### config.mk
export PLATFORM = sky130hd
export DESIGN_NAME = ext_irq_cond
export DESIGN_NICKNAME = d
export VERILOG_FILES = /design/src/rtl/ext_irq_pkg.sv /design/src/rtl/ext_irq_sync.sv /design/src/rtl/ext_irq_line.sv /design/src/rtl/ext_irq_regs.sv /design/src/rtl/ext_irq_cond.sv
export SDC_FILE = /design/constraint.sdc
export NUM_CORES = 1
export LEC_CHECK = 0
export BUFFER_PORTS_ARGS = -buffer_cell sky130_fd_sc_hd__buf_2
export CAP_MARGIN = 10
export CORE_ASPECT_RATIO = 0.9
export CORE_MARGIN = 3
export CORE_UTILIZATION = 58
export CTS_CLUSTER_SIZE = 16
export DETAILED_ROUTE_END_ITERATION = 10
export GPL_TIMING_DRIVEN = 0
export PLACE_DENSITY = 0.89
export SLEW_MARGIN = 20
export SYNTH_ARGS = -nofsm -noshare
export SYNTH_HDL_FRONTEND = slang
export SYNTH_HIERARCHICAL = 1
export SYNTH_SLANG_ARGS = --single-unit
### constraint.sdc
create_clock -name clk -period 5.5 [get_ports clk]
set_input_delay 0.825 -clock clk [delete_from_list [all_inputs] [get_ports clk]]
set_output_delay 0.825 -clock clk [all_outputs]
set_load 0.03 [all_outputs]
### src/rtl/ext_irq_pkg.sv
package ext_irq_pkg;
  localparam int unsigned REG_ADDR_W = 3;

  typedef enum logic [REG_ADDR_W-1:0] {
    REG_SENSE  = 3'd0,
    REG_DIR    = 3'd1,
    REG_POL    = 3'd2,
    REG_UNMASK = 3'd3,
    REG_MASK   = 3'd4,
    REG_ACK    = 3'd5
  } reg_sel_e;
endpackage

### src/rtl/ext_irq_sync.sv
module ext_irq_sync #(
  parameter int unsigned WIDTH  = 8,
  parameter int unsigned STAGES = 2
) (
  input  logic             clk,
  input  logic             rst_n,
  input  logic [WIDTH-1:0] din,
  output logic [WIDTH-1:0] dout
);
  logic [STAGES-1:0][WIDTH-1:0] stage_q;

  always_ff @(posedge clk or negedge rst_n) begin
    if (!rst_n) begin
      stage_q <= '0;
    end else begin
      stage_q[0] <= din;
      for (int k = 1; k < STAGES; k++) stage_q[k] <= stage_q[k-1];
    end
  end

  assign dout = stage_q[STAGES-1];
endmodule

### src/rtl/ext_irq_line.sv
module ext_irq_line (
  input  logic clk,
  input  logic rst_n,
  input  logic pin_s,
  input  logic sense_lvl,
  input  logic dir_rise,
  input  logic pol_high,
  input  logic ack,
  output logic pend
);
  logic prev_q;
  logic latch_q;
  logic evt;
  logic active;

  assign evt    = dir_rise ? (pin_s & ~prev_q) : (~pin_s & prev_q);
  assign active = pol_high ? pin_s : ~pin_s;

  always_ff @(posedge clk or negedge rst_n) begin
    if (!rst_n) begin
      prev_q  <= 1'b0;
      latch_q <= 1'b0;
    end else begin
      prev_q  <= pin_s;
      latch_q <= sense_lvl ? 1'b0 : ((latch_q & ~ack) | evt);
    end
  end

  assign pend = sense_lvl ? active : latch_q;

  assert_edge_set_R3: assert property (@(posedge clk) disable iff (!rst_n)
    (!sense_lvl && evt) |=> latch_q);

  assert_edge_hold_R4: assert property (@(posedge clk) disable iff (!rst_n)
    (!sense_lvl && latch_q && !ack) |=> latch_q);

  assert_ack_clear_R8: assert property (@(posedge clk) disable iff (!rst_n)
    (!sense_lvl && ack && !evt) |=> !latch_q);

  assert_level_no_latch_R5: assert property (@(posedge clk) disable iff (!rst_n)
    sense_lvl |=> !latch_q);
endmodule

### src/rtl/ext_irq_regs.sv
module ext_irq_regs
  import ext_irq_pkg::*;
#(
  parameter int unsigned NUM_LINES = 8,
  parameter int unsigned DATA_W    = 32
) (
  input  logic                  clk,
  input  logic                  rst_n,
  input  logic [REG_ADDR_W-1:0] addr,
  input  logic                  wr,
  input  logic                  rd,
  input  logic [DATA_W-1:0]     wdata,
  input  logic [NUM_LINES-1:0]  pending,
  output logic [NUM_LINES-1:0]  sense_q,
  output logic [NUM_LINES-1:0]  dir_q,
  output logic [NUM_LINES-1:0]  pol_q,
  output logic [NUM_LINES-1:0]  mask_q,
  output logic [NUM_LINES-1:0]  ack,
  output logic [DATA_W-1:0]     rdata
);
  logic [NUM_LINES-1:0] wbits;
  logic [DATA_W-1:0]    rd_mux;

  assign wbits = wdata[NUM_LINES-1:0];

  generate
    if (DATA_W > NUM_LINES) begin : g_hi
      logic unused_hi;
      assign unused_hi = ^wdata[DATA_W-1:NUM_LINES];
    end
  endgenerate

  assign ack = (wr && addr == REG_ACK) ? wbits : '0;

  always_ff @(posedge clk or negedge rst_n) begin
    if (!rst_n) begin
      sense_q <= '0;
      dir_q   <= '0;
      pol_q   <= '0;
      mask_q  <= '0;
    end else if (wr) begin
      case (addr)
        REG_SENSE:  sense_q <= wbits;
        REG_DIR:    dir_q   <= wbits;
        REG_POL:    pol_q   <= wbits;
        REG_UNMASK: mask_q  <= mask_q | wbits;
        REG_MASK:   mask_q  <= mask_q & ~wbits;
        default:    ;
      endcase
    end
  end

  always_comb begin
    rd_mux = '0;
    case (addr)
      REG_SENSE:  rd_mux[NUM_LINES-1:0] = sense_q;
      REG_DIR:    rd_mux[NUM_LINES-1:0] = dir_q;
      REG_POL:    rd_mux[NUM_LINES-1:0] = pol_q;
      REG_UNMASK,
      REG_MASK:   rd_mux[NUM_LINES-1:0] = mask_q;
      REG_ACK:    rd_mux[NUM_LINES-1:0] = pending;
      default:    rd_mux = '0;
    endcase
  end

  always_ff @(posedge clk or negedge rst_n) begin
    if (!rst_n) rdata <= '0;
    else if (rd) rdata <= rd_mux;
  end

  assert_enable_set_R6: assert property (@(posedge clk) disable iff (!rst_n)
    (wr && addr == REG_UNMASK) |=>
      (((mask_q & $past(wbits)) == $past(wbits)) &&
       ((mask_q & ~$past(wbits)) == ($past(mask_q) & ~$past(wbits)))));

  assert_disable_clr_R7: assert property (@(posedge clk) disable iff (!rst_n)
    (wr && addr == REG_MASK) |=>
      (((mask_q & $past(wbits)) == '0) &&
       ((mask_q & ~$past(wbits)) == ($past(mask_q) & ~$past(wbits)))));

  assert_pending_read_R10: assert property (@(posedge clk) disable iff (!rst_n)
    (rd && addr == REG_ACK) |=> (rdata[NUM_LINES-1:0] == $past(pending)));
endmodule

### src/rtl/ext_irq_cond.sv
module ext_irq_cond
  import ext_irq_pkg::*;
#(
  parameter int unsigned NUM_LINES   = 8,
  parameter int unsigned DATA_W      = 32,
  parameter int unsigned SYNC_STAGES = 2
) (
  input  logic                  clk,
  input  logic                  rst_n,
  input  logic [NUM_LINES-1:0]  irq_pin,
  input  logic [REG_ADDR_W-1:0] reg_addr,
  input  logic                  reg_wr,
  input  logic                  reg_rd,
  input  logic [DATA_W-1:0]     reg_wdata,
  output logic [DATA_W-1:0]     reg_rdata,
  output logic [NUM_LINES-1:0]  irq_out,
  output logic                  irq_any
);
  logic [NUM_LINES-1:0] pin_s;
  logic [NUM_LINES-1:0] sense_q;
  logic [NUM_LINES-1:0] dir_q;
  logic [NUM_LINES-1:0] pol_q;
  logic [NUM_LINES-1:0] mask_q;
  logic [NUM_LINES-1:0] ack;
  logic [NUM_LINES-1:0] pend;

  ext_irq_sync #(.WIDTH(NUM_LINES), .STAGES(SYNC_STAGES)) sync_i (
    .clk  (clk),
    .rst_n(rst_n),
    .din  (irq_pin),
    .dout (pin_s)
  );

  ext_irq_regs #(.NUM_LINES(NUM_LINES), .DATA_W(DATA_W)) regs_i (
    .clk    (clk),
    .rst_n  (rst_n),
    .addr   (reg_addr),
    .wr     (reg_wr),
    .rd     (reg_rd),
    .wdata  (reg_wdata),
    .pending(pend),
    .sense_q(sense_q),
    .dir_q  (dir_q),
    .pol_q  (pol_q),
    .mask_q (mask_q),
    .ack    (ack),
    .rdata  (reg_rdata)
  );

  generate
    for (genvar i = 0; i < NUM_LINES; i++) begin : g_line
      ext_irq_line line_i (
        .clk      (clk),
        .rst_n    (rst_n),
        .pin_s    (pin_s[i]),
        .sense_lvl(sense_q[i]),
        .dir_rise (dir_q[i]),
        .pol_high (pol_q[i]),
        .ack      (ack[i]),
        .pend     (pend[i])
      );
    end
  endgenerate

  assign irq_out = pend & mask_q;
  assign irq_any = |irq_out;

  assert_reset_quiet_R1: assert property (@(posedge clk) disable iff (!rst_n)
    $rose(rst_n) |-> (mask_q == '0));
endmodule

==> results_dict.tcl <==
set metrics [dict create \
    synth.top_cells.by_count "72 x dfrtp_1, 35 x buf_4, 34 x mux2_2" \
    synth-warning-count 6 \
    worstPathArrival_ns 2.57 \
    synthTopCellsByArea "dfrtp_1 50%, mux2_2 11%, buf_4 7.3%" \
    clock-root-buffer "clkbuf_8" \
    path_class "flip-flop to output pin" \
    drive_above_1_share_pct 37.7 \
    power_density_nw_per_um2 349 \
    synthesized_instance_count 305 \
    fin_tns_setup_ns 0 \
    worst_clock_skew_ns 0.00570 \
    clock_sink_count 72 \
    total_power_uw 1470 \
    critPathRequiredTime_ns 4.68 \
    multi_input_area_sq_um 1590 \
    detailedRoute.firstIterationViolations 213 \
    power.share.clock_pct 27.9 \
    post_detailed_placement_half_perimeter_wirelength_um 5040 \
    port_buffers 38 \
    grt_overflow 0 \
    setup.worst_path.start_class "flip-flop" \
    most_used_standard_cell_by_instance_count_after_synthesis "dfrtp_1" \
    globalRouteTotalUtil_pct 21.4 \
    cts_tree "built" \
    worst_hold_path_type "input port to async pin" \
    drt-pass1-iter-count 5 \
    clock_insertion_delay_worst_skew_ns 0.34 \
    rrSetupSlack_ns 3.91 \
    async_reset_ff_share_pct 100 \
    timing.final.hold_violations 0 \
    clock_tree.htree_level_count 3 \
    detail_route.wl_per_cell_um 15.8 \
    wl_um 7160 \
    count_of_pins_on_the_block_boundary 88 \
    timing.final.crit_share_pct 61.7 \
    syn_area_sq_um 3620 \
    comb_power_share_pct 26.9 \
    yosysUniqueCellTypes 35 \
    postSynthRegisterBits 72 \
    timing.fmax_ghz 0.295 \
    gp_routability_congestion 0.815 \
    ant_nets_after_route 0 \
    critical_path.max_fanout 4 \
    synth_enable_flop_cells 0 \
    worst_slew_margin_relative_to_its_limit_pct 51.1 \
    antenna_cells 0 \
    status "completed" \
    power.net_switching_uw 461 \
    remaining_drc_errors 0 \
    fp.dieW_um 89.3 \
    area_growth_syn_to_layout_pct 16.3 \
    fillers 417 \
    net_count_final 425 \
    clock_buffers_created_by_tritoncts 9 \
    dieHeight_um 80.9 \
    endpoint_kind "output pin" \
    avgSynthCellArea_sq_um 11.9 \
    vias 2396 \
    grt_pass1_vias 2370 \
    rsz0062_at_grt "no" \
    layout.area.seq_sq_um 1800 \
    maximum_number_of_pins_on_one_net_before_global_route_repair 57 \
    total_leakage_power_uw 0.00194 \
    clock_tree.buffer_depth 2 \
    power.ir.vdd_worst_mv 0.205 \
    post_cts_hold_buffer_count 0 \
    synth.top_cell.area_share_pct 49.8 \
    seq_total_area_yosys_pct 49.8 \
    routed_via_density 5.30 \
    netSwitchingFraction_pct 31.4 \
    cts_repair_resize_count 0 \
    placement_rows 26 \
    synth_ff_type "dfrtp_1" \
    grt_antenna_before_repair 0 \
    post_cts.repair.setup_buffers 0 \
    area_of_the_core_sq_um 5860 \
    post-route-min-period_ns 3.39 \
    seqPwrFrac_pct 45.2 \
    grt_first_pass_wirelength_um 11400 \
    initial_core_utilization_pct 61.8 \
    tightestPinTransition_ns 0.730 \
    drv_cap 0 \
    cts.reportedPaths.clkPinSlew_ns 0.08 \
    power_report.internal_total_uw 1010 \
    yosysTopAreaCell "dfrtp_1" \
    final-setup-viol-count 0 \
    finalMaxSlewViolations 0 \
    die_footprint_sq_um 7230 \
]
## cell type report
type                    count  area share, %
flip-flops and latches     72           42.8
multi-input cells         213           37.7
plain buffers              43           7.55
repair buffers             39           5.23
clock buffers              10           3.27
well taps                  70           2.08
clock inverters             5           1.37
## worst paths after layout
kind                                   start                  endpoint  cells after the start
max                           sync_i/dout[3]                   irq_any                      7
min                                    rst_n  g_line[3].line_i/latch_q                      1
max reg2reg                   sync_i/dout[3]           regs_i/rdata[3]                      6
min reg2reg                sync_i/stage_q[2]            sync_i/dout[2]                      0
max in group asynchronous              rst_n           regs_i/pol_q[6]                      2
min in group clk           sync_i/stage_q[2]            sync_i/dout[2]                      0
## critical path, stage by stage, from the launching register on
cell and delay (ns):
dfrtp_1 0.37, buf_4 0.14, xnor2_1 0.12, mux2_2 0.29, and2_4 0.16, or4_1 0.49, or4_1 0.46, buf_2 0.19
## kinds of logic after synthesis
group | after synthesis | synth area share [%]
multiplexers | 48 | 16.7
AND/OR/NAND/NOR | 84 | 14.7
other | 1 | 0.104
flip-flops | 72 | 49.8
AO/OA/AOI/OAI | 49 | 8.02
buffers and inverters | 43 | 8.78
XOR/XNOR | 8 | 1.94
## power by group through the flow
stage	Clock [uW]	Sequential, uW	Combinational (uW)
after global placement	0	670	382
final	410	665	395
after CTS	420	666	396
after floorplan	0	676	281
after global routing	448	676	428
after detailed placement	0	674	396
## cell usage in the layout (no fill, tap or decap), types with 2 or more instances in the layout
cell	count
dfrtp_1	72
buf_2	39
buf_4	36
mux2_2	34
conb_1	24
nand2_1	18
o21ai_0	16
and2_1	15
nand2b_1	13
a21oi_1	13
a31oi_1	12
clkbuf_8	10
nand3b_1	9
or3b_1	8
xnor2_1	8
mux2_4	8
nor2_1	6
nor2b_1	4
a32oi_1	4
clkinvlp_4	3
buf_6	3
clkbuf_1	3
mux2i_1	3
o22a_1	3
or4_1	2
mux4_2	2
## layer usage
metal  wire (um)  global-route usage, %  vias up
met5           0                      0        -
met3         581                   7.00        7
met2        3400                   33.9       82
li1            -                      -     1169
met4          57                   5.95        0
met1        3120                   28.5     1138
## per-stage QoR
step	instance area, sq um	hold slack [ns]	setup WS, ns	std cells	util, %
2_1_floorplan	3710	0.331	2.43	328	-
3_3_place_gp	3980	0.333	2.49	436	68.0
3_5_place_dp	4010	0.337	2.48	437	68.5
4_1_cts	4210	0.337	2.09	452	71.9
5_1_grt	4210	0.336	2.03	452	71.9
6_report	4210	0.338	2.11	452	71.9
(Power assumes the default switching activity.)
